File: config.mk
export PLATFORM = sky130hd
export DESIGN_NAME = bus_ready_stretcher
export DESIGN_NICKNAME = d
export VERILOG_FILES = /design/src/rtl/brs_pkg.sv /design/src/rtl/brs_ready_sampler.sv /design/src/rtl/brs_stall_timer.sv /design/src/rtl/bus_ready_stretcher.sv
export SDC_FILE = /design/constraint.sdc
export NUM_CORES = 1
export LEC_CHECK = 0
export CAP_MARGIN = 20
export CELL_PAD_IN_SITES_DETAIL_PLACEMENT = 0
export CELL_PAD_IN_SITES_GLOBAL_PLACEMENT = 1
export CORE_ASPECT_RATIO = 1.4
export CORE_MARGIN = 4
export CORE_UTILIZATION = 36
export CTS_CLUSTER_SIZE = 12
export DETAILED_ROUTE_END_ITERATION = 6
export PLACE_DENSITY = 0.78
export SLEW_MARGIN = 20
export SYNTH_ARGS = -nofsm -noshare
export SYNTH_HDL_FRONTEND = slang
export SYNTH_HIERARCHICAL = 1
export SYNTH_SLANG_ARGS = --single-unit
File: constraint.sdc
create_clock -name clk -period 3.2 [get_ports clk]
set_clock_uncertainty 0.2 [all_clocks]
set_input_delay 0.96 -clock clk [delete_from_list [all_inputs] [get_ports clk]]
set_output_delay 0.96 -clock clk [all_outputs]
set_load 0.1 [all_outputs]
File: src/rtl/brs_pkg.sv
package brs_pkg;
    typedef enum logic [1:0] {
        ST_IDLE = 2'd0,
        ST_DATA = 2'd1,
        ST_LEAD = 2'd2
    } brs_state_e;

    localparam logic AREA_ROM = 1'b0;
    localparam logic AREA_IO  = 1'b1;
endpackage

File: src/rtl/brs_ready_sampler.sv
module brs_ready_sampler (
    input  logic clk,
    input  logic rst_n,
    input  logic rdy_n_i,
    input  logic async_i,
    output logic rdy_o
);
    logic s1_d, s1_q, s2_d, s2_q;

    always_comb begin
        s1_d = ~rdy_n_i;
        s2_d = s1_q;
        rdy_o = async_i ? s2_q : s1_q;
    end

    always_ff @(posedge clk or negedge rst_n) begin
        if (!rst_n) begin
            s1_q <= 1'b0;
            s2_q <= 1'b0;
        end else begin
            s1_q <= s1_d;
            s2_q <= s2_d;
        end
    end

    // single-register path reflects the pin one edge back
    p_sync_path_r4: assert property (@(posedge clk) disable iff (!rst_n)
        (!async_i && rdy_o) |-> !$past(rdy_n_i));
    // synchronizer path reflects the pin two edges back
    p_async_path_r5: assert property (@(posedge clk) disable iff (!rst_n)
        (async_i && rdy_o) |-> !$past(rdy_n_i, 2));
endmodule

File: src/rtl/brs_stall_timer.sv
module brs_stall_timer #(
    parameter int TMO_W = 8
) (
    input  logic             clk,
    input  logic             rst_n,
    input  logic             stall_i,
    input  logic [TMO_W-1:0] limit_i,
    output logic             expired_o
);
    localparam logic [TMO_W-1:0] CNT_MAX = '1;

    logic [TMO_W-1:0] cnt_d, cnt_q;

    always_comb begin
        if (!stall_i)
            cnt_d = '0;
        else if (cnt_q != CNT_MAX)
            cnt_d = cnt_q + 1'b1;
        else
            cnt_d = cnt_q;
        expired_o = (limit_i != '0) && (cnt_q == limit_i);
    end

    always_ff @(posedge clk or negedge rst_n) begin
        if (!rst_n) cnt_q <= '0;
        else        cnt_q <= cnt_d;
    end

    // the count only grows across consecutive stall cycles
    p_count_needs_stall_r11: assert property (@(posedge clk) disable iff (!rst_n)
        (cnt_q != '0) |-> $past(stall_i));
endmodule

File: src/rtl/bus_ready_stretcher.sv
module bus_ready_stretcher
    import brs_pkg::*;
#(
    parameter int DW    = 16,
    parameter int WS_W  = 4,
    parameter int TMO_W = 8
) (
    input  logic             clk,
    input  logic             rst_n,
    input  logic             start_i,
    input  logic             area_i,
    input  logic [WS_W-1:0]  rom_ws_i,
    input  logic [WS_W-1:0]  io_ws_i,
    input  logic             rom_rdy_en_i,
    input  logic             io_rdy_en_i,
    input  logic             async_rdy_i,
    input  logic [TMO_W-1:0] stall_limit_i,
    input  logic             ext_rdy_n_i,
    input  logic [DW-1:0]    ext_data_i,
    output logic             rom_cs_n_o,
    output logic             io_cs_n_o,
    output logic             oe_n_o,
    output logic             done_o,
    output logic             err_o,
    output logic [DW-1:0]    rdata_o
);
    typedef struct packed {
        brs_state_e      state;
        logic            area;
        logic [WS_W-1:0] wcnt;
        logic [DW-1:0]   rdata;
        logic            done;
        logic            err;
    } regs_t;

    regs_t r_d, r_q;

    logic rdy_seen;
    logic tmo_hit;
    logic rdy_used;
    logic at_floor;
    logic stall;
    logic active;

    brs_ready_sampler u_rdy (
        .clk     (clk),
        .rst_n   (rst_n),
        .rdy_n_i (ext_rdy_n_i),
        .async_i (async_rdy_i),
        .rdy_o   (rdy_seen)
    );

    brs_stall_timer #(.TMO_W(TMO_W)) u_tmo (
        .clk       (clk),
        .rst_n     (rst_n),
        .stall_i   (stall),
        .limit_i   (stall_limit_i),
        .expired_o (tmo_hit)
    );

    always_comb begin
        rdy_used = (r_q.area == AREA_IO) ? io_rdy_en_i : rom_rdy_en_i;
        at_floor = (r_q.wcnt == '0);
        stall    = (r_q.state == ST_DATA) && at_floor && rdy_used && !rdy_seen;

        r_d      = r_q;
        r_d.done = 1'b0;
        r_d.err  = 1'b0;

        unique case (r_q.state)
            ST_IDLE: begin
                if (start_i) begin
                    r_d.state = ST_DATA;
                    r_d.area  = area_i;
                    r_d.wcnt  = (area_i == AREA_IO) ? io_ws_i : rom_ws_i;
                end
            end
            ST_DATA: begin
                if (!at_floor) begin
                    r_d.wcnt = r_q.wcnt - 1'b1;
                end else if (!stall || tmo_hit) begin
                    r_d.rdata = ext_data_i;
                    r_d.done  = 1'b1;
                    r_d.err   = stall;
                    r_d.state = (r_q.area == AREA_IO) ? ST_LEAD : ST_IDLE;
                end
            end
            ST_LEAD: r_d.state = ST_IDLE;
            default: r_d.state = ST_IDLE;
        endcase
    end

    always_ff @(posedge clk or negedge rst_n) begin
        if (!rst_n) r_q <= '0;
        else        r_q <= r_d;
    end

    always_comb begin
        active     = (r_q.state != ST_IDLE);
        rom_cs_n_o = !(active && (r_q.area == AREA_ROM));
        io_cs_n_o  = !(active && (r_q.area == AREA_IO));
        oe_n_o     = !(r_q.state == ST_DATA);
        done_o     = r_q.done;
        err_o      = r_q.err;
        rdata_o    = r_q.rdata;
    end

    // an access cannot end while wait states remain
    p_floor_holds_r2: assert property (@(posedge clk) disable iff (!rst_n)
        (r_q.state == ST_DATA && r_q.wcnt != '0) |=> !oe_n_o);
    // never both chip selects at once
    p_one_cs_r8: assert property (@(posedge clk) disable iff (!rst_n)
        !(!rom_cs_n_o && !io_cs_n_o));
    // output enable only with a chip select
    p_oe_has_cs_r8: assert property (@(posedge clk) disable iff (!rst_n)
        !oe_n_o |-> !(rom_cs_n_o && io_cs_n_o));
    // done is a single-cycle strobe
    p_done_pulse_r9: assert property (@(posedge clk) disable iff (!rst_n)
        done_o |=> !done_o);
    // ROM chip select is already released when done shows
    p_rom_release_r7: assert property (@(posedge clk) disable iff (!rst_n)
        done_o |-> (rom_cs_n_o && oe_n_o));
    // I/O lead-out lasts exactly one cycle
    p_lead_one_r7: assert property (@(posedge clk) disable iff (!rst_n)
        (done_o && !io_cs_n_o) |=> (io_cs_n_o && oe_n_o));
    // the error flag never appears without done
    p_err_done_r11: assert property (@(posedge clk) disable iff (!rst_n)
        err_o |-> done_o);
endmodule

# After elaboration in Yosys (flattened, before gate mapping)
# Cells that the tools add are included.
totals:
  regBits: 35
  latch_bits: 0
  ram_bits: 0
  rom_bits: 0
  input_bits: 40
  word_cells: 57
  memories: 0
op_classes:
  addsub: 2
  n_mul: 0
  div_mod_pow: 0
  order_cmp: 0
  eq_ne: 8
  shifts: 0
  mux: 15
  bitwise: 2
  reduce_logical: 21
op_table:
  columns: ["op", "count"]
  rows:
  - ["2-to-1 mux 8 bit", 2]
  - ["2-to-1 mux 2 bit", 6]
  - ["!= test 2 bit (second input constant)", 5]
  - ["AND reduction 3 bit", 3]
  - ["adder 8 x 1 -> 8 bit (second input constant)", 1]
  - ["equality test 8 bit", 1]
  - ["2-to-1 mux 4 bit", 2]
  - ["!= test 8 bit (second input constant)", 1]
  - ["one-hot mux 4 bit (2 select lines)", 1]
  - ["nonzero test 8 bit", 1]
  - ["2-to-1 mux 7 bit", 1]
  - ["logical AND 1 bit", 6]
  - ["logical NOT 1 bit", 5]
  - ["logical NOT 4 bit", 1]
  - ["one-hot mux 2 bit (2 select lines)", 1]
  - ["nonzero test 2 bit", 2]
  - ["subtractor 4 x 1 -> 4 bit (second input constant)", 1]
  - ["equality test 2 x 1 -> 1 bit (second input constant)", 1]
  - ["logical NOT 2 bit", 1]
  - ["2-to-1 mux 1 bit", 2]
  - ["inverter 1 bit", 2]
  - ["AND reduction 2 bit", 1]
  - ["logical OR 1 bit", 1]

# Logic depth before layout (Yosys ltp)
logic_depth:
  word_depth: 9
  ltp_mapped: 8
  depth_no_buf: 6

# By module
# Netlist, hierarchy kept.
modules_own_cells:
  columns: ["module", "instances", "cells_per_inst", "area_each_um2", "seq_area_each_um2"]
  rows:
  - ["bus_ready_stretcher", 1, 105, 1333.8, 625.6]
  - ["brs_stall_timer", 1, 60, 551.8, 200.2]
  - ["brs_ready_sampler", 1, 4, 68.8, 50.0]

# Worst setup path after synthesis
# OpenSTA, ideal clock, no wires.
synth_path:
  path_kind: "reg-to-output"
  start: "register r_q[23] (netlist name)"
  end: "output port io_cs_n_o"
  t_arrival_ns: 2.645
  t_required_ns: 2.040
  path_slack_ns: -0.605
  path_stages_with_launch: 3
  path_buffers: 1
  cell_sequence: "dfrtp_1 > clkbuf_1 > o21ai_0"
synth_via:
  elab_chain_len: 3
synth_rtl:
  columns: ["item", "line", "rtl"]
  rows:
  - ["start, declared", "bus_ready_stretcher.sv:36", "regs_t r_d, r_q;"]
  - ["start signal, assigned", "bus_ready_stretcher.sv:95", "else r_q <= r_d;"]
  - ["nonzero test 2 bit", "bus_ready_stretcher.sv:99", "active = (r_q.state != ST_IDLE);"]
  - ["logical AND 1 bit", "bus_ready_stretcher.sv:101", "io_cs_n_o = !(active && (r_q.area == AREA_IO));"]
  - ["logical NOT 1 bit", "bus_ready_stretcher.sv:101", null]
  - ["end, declared", "bus_ready_stretcher.sv:21", "output logic io_cs_n_o,"]
# No other way between the ends.

# Worst setup path in the final report
layout_path:
  start: "input port stall_limit_i[7]"
  end: "register r_q, in the netlist rdata_o[6]"
layout_via:
  elab_chain_len: 4
  word_cells_on_any_way: 5
layout_rtl:
  columns: ["item", "line", "rtl"]
  rows:
  - ["start, declared", "bus_ready_stretcher.sv:17", "input logic [TMO_W-1:0] stall_limit_i,"]
  - ["equality test 8 bit / nonzero test 8 bit (equally long branches)", "brs_stall_timer.sv:21", "expired_o = (limit_i != '0) && (cnt_q == limit_i);"]
  - ["logical AND 1 bit *", "brs_stall_timer.sv:21", null]
  - ["net tmo_hit", "bus_ready_stretcher.sv:39", "logic tmo_hit;"]
  - ["logical OR 1 bit *", "bus_ready_stretcher.sv:81", "end else if (!stall || tmo_hit) begin"]
  - ["AND reduction 3 bit (no source line) *", null, null]
# Mark *: on every way through the listed nets, which the timed path passes. The rest lies on a longest branch.
# A chain may end at the register's enable or synchronous reset.

==> run metrics <==
crit-path max FO 18; Max clock buf depth 2; Crit path max-delay family buffers and inverters; Lkg Pwr roughly 1.1 nW; area share of the largest cell type after synthesis 0.448; cts hold-fix bufs 0; Synth area leader dfrtp_1; Fillers 493; CTS tree yes; post-synth net total 211; Synth warnings 6; Vias 1423; H-Tree Depth 2; Netlist cell types 48; Tcrit/Tclk final 0.946; hold path startpoint u_rdy/s1_q; min Tclk post-route ~3 ns; r2r startpoint u_tmo/cnt_q[6]; global-route wire length before repair between 7000 and 8000 um; CP Cell Sequence clkdlybuf4s50_1 > xor2_1 > nor4_1 > o211a_1 > nor2_1 > a211oi_4 > buf_12 > mux2_2; final net count 258; register bit count reported by yosys 35; status complete, no violations; CTS Root Cell clkbuf_8; Max-Slew Margin vs Limit 0.485; Max IR drop VDD about 0.70 mV; Crit-path slowest cell clkdlybuf4s50_1; pins over their slew limit 0; Ant. Diodes 0; gate count after technology mapping 169; Placed Area 0.00244 mm2; max cap viols 0; total gr overflow 0; WP data arrival 3.00 ns; Final Core Density 0.486; GPL Wtd Cong 0.782; Die Y-Extent 95.2 um; vias in the first global route 1440; Avg Cell Area, Syn 11.6 um2; DIE AREA around 0.0067 mm2; Routed WL about 4000 um; critical path type input port to register; CP bufs+invs 2; number of port buffers 60; Finished Layout Cells 282; total track usage 0.133; RSZ-0062 raised after global routing false; worst hold path class register to register; Setup crit start stall_limit_i[7]; power density cells 1120 mW/mm2; # resized after CTS 0; DR pass1 iterations 4; largest net degree at the start of global routing 36; clk sinks 35; Initial DRC Count 86; Fin Hold WS 0.177 ns; dominant cells by area after synthesis dfrtp_1, mux2_4, mux2_2, buf_4, xor2_1; Post-synth ARST share 1.00; Post-DP HPWL 3100 um; fin area 0.00254 mm2; core area 0.00524 mm2; Die Wd between 70 and 80 um; crit end category register; Fmax roughly 0.33 GHz; Syn-to-layout area delta 30.2%; number of flops mapped to enable cells by yosys 0; final count of negative-setup-slack endpoints 0; drc violations 0; actual slew at the worst max-slew pin 0.772 ns; wire per inst 14.4 um; CTS Buf Count 5; Initial Util 0.373; CP max stage delay 0.43 ns; Post-CTS Setup Bufs 0; layout cells sized above 1 0.282; Avg Vias per Cell 5.05; num rows 31; Worst-path clk slew 0.07 ns; Total Power 2.84 mW; clk_lat worst skew 0.28 ns; final hold vios 0; synthesized cell area 0.00195 mm2; Post-synth top flop dfrtp_1; io pins 61; Seq/Total Area, Yosys 0.448; DRT antenna net count 0; cell total after placement 275; Required @ worst endpoint 3.17 ns; Critical Path Start Type input port; initial antenna violation count 0
## cells by family (layout without fill, tap and decap cells)
group           after synthesis  in the layout  synth area share
buf+inv                      30             77             0.104
xor+xnor                      8              8            0.0359
mux                          23             23             0.152
compound gates               31             31             0.120
fa+ha+maj                     2              2            0.0128
simple gates                 40             40             0.128
flops                        35             35             0.448
## metal layers
| metal | up-vias | track usage | wire length, um |
|---|---|---|---|
| met5 | - | 0 | 0 |
| met4 | 0 | 0.0479 | 61 |
| met3 | 6 | 0.0454 | 207 |
| met2 | 34 | 0.234 | 2220 |
| met1 | 695 | 0.147 | 1570 |
| li1 | 688 | - | - |
## flip-flops by register name, indices dropped and copies added, names as in the netlist
register and cells:
u_rdy/s2_q 1, rdata_o 16, u_rdy/s1_q 1, err_o 1
r_q 7, u_tmo/cnt_q 8, done_o 1
## placed cells by master, fill, tap and decap left out, types with 2 or more instances in the layout
cell / Yosys / routed
clkdlybuf4s50_1: 0 / 38
dfrtp_1: 35 / 35
buf_4: 16 / 23
mux2_2: 13 / 13
mux2_4: 10 / 10
inv_1: 7 / 7
o21ai_0: 8 / 7
xor2_1: 7 / 7
nor3_1: 6 / 6
nand2_1: 5 / 5
a31oi_1: 5 / 5
clkbuf_8: 0 / 5
nand3_1: 4 / 4
nor2_1: 3 / 3
nor3b_1: 3 / 3
nor4b_1: 2 / 2
or2_2: 2 / 2
o21bai_1: 2 / 2
o2bb2ai_1: 2 / 2
ha_1: 2 / 2
nor4_1: 2 / 2
a21oi_1: 2 / 2
o21a_1: 2 / 2
and3_1: 2 / 2
## worst register-to-register path: cells and delay by family (launching register included)
family / cells / cell delay [ns]
muxes: 1 / 0.35
DFF: 1 / 0.45
buffers and inverters: 1 / 0.20
xor gates and xnor gates: 1 / 0.19
AOI/OAI and AO/OA: 3 / 0.84
and+or+nand+nor: 1 / 0.08
## through the flow
step	setup TNS [ns]	worst slack (ns)
2_1_floorplan	0	0.152
3_3_place_gp	-1.71	-0.124
3_5_place_dp	-1.90	-0.140
4_1_cts	0	0.158
5_1_grt	0	0.0817
6_report	0	0.174
## synthesized netlist by cell type (all sizes together), types with 3 or more instances
cell   number
nand3       5
xor2        7
o21ai       8
buf        22
nor2        3
nor3b       3
nor3        6
mux2       23
dfrtp      35
inv         7
a31oi       5
nand2       5
## path summary, 6_finish.rpt
| check | to | slack [ns] | depth (start not counted) |
|---|---|---|---|
| worst max-delay path | rdata_o[6] | 0.17 | 8 |
| max in group asynchronous | u_tmo/cnt_q[7] | 1.76 | 1 |
| worst min register to register | u_rdy/s2_q | 0.18 | 0 |
| worst max register to register | rdata_o[6] | 0.79 | 7 |
| min in group asynchronous | r_q[18] | 0.54 | 1 |
| worst min-delay path | u_rdy/s2_q | 0.18 | 0 |
## final cells by class
cell class,count,area [um2],share of cell area
Clock buffer,5,68.8,0.0270
Clock inverter,2,37.5,0.0147
Tap cell,66,82.6,0.0324
Inverter,7,26.3,0.0103
Sequential cell,35,876,0.344
Multi-Input combinational cell,104,876,0.344
Timing Repair Buffer,63,578,0.227
## where the power goes
part,internal (mW),total [mW],switching [mW]
registers,0.596,0.718,0.122
logic,0.513,1.74,1.23
clock network,0.228,0.386,0.158
Power figures use the tool's default switching activity.
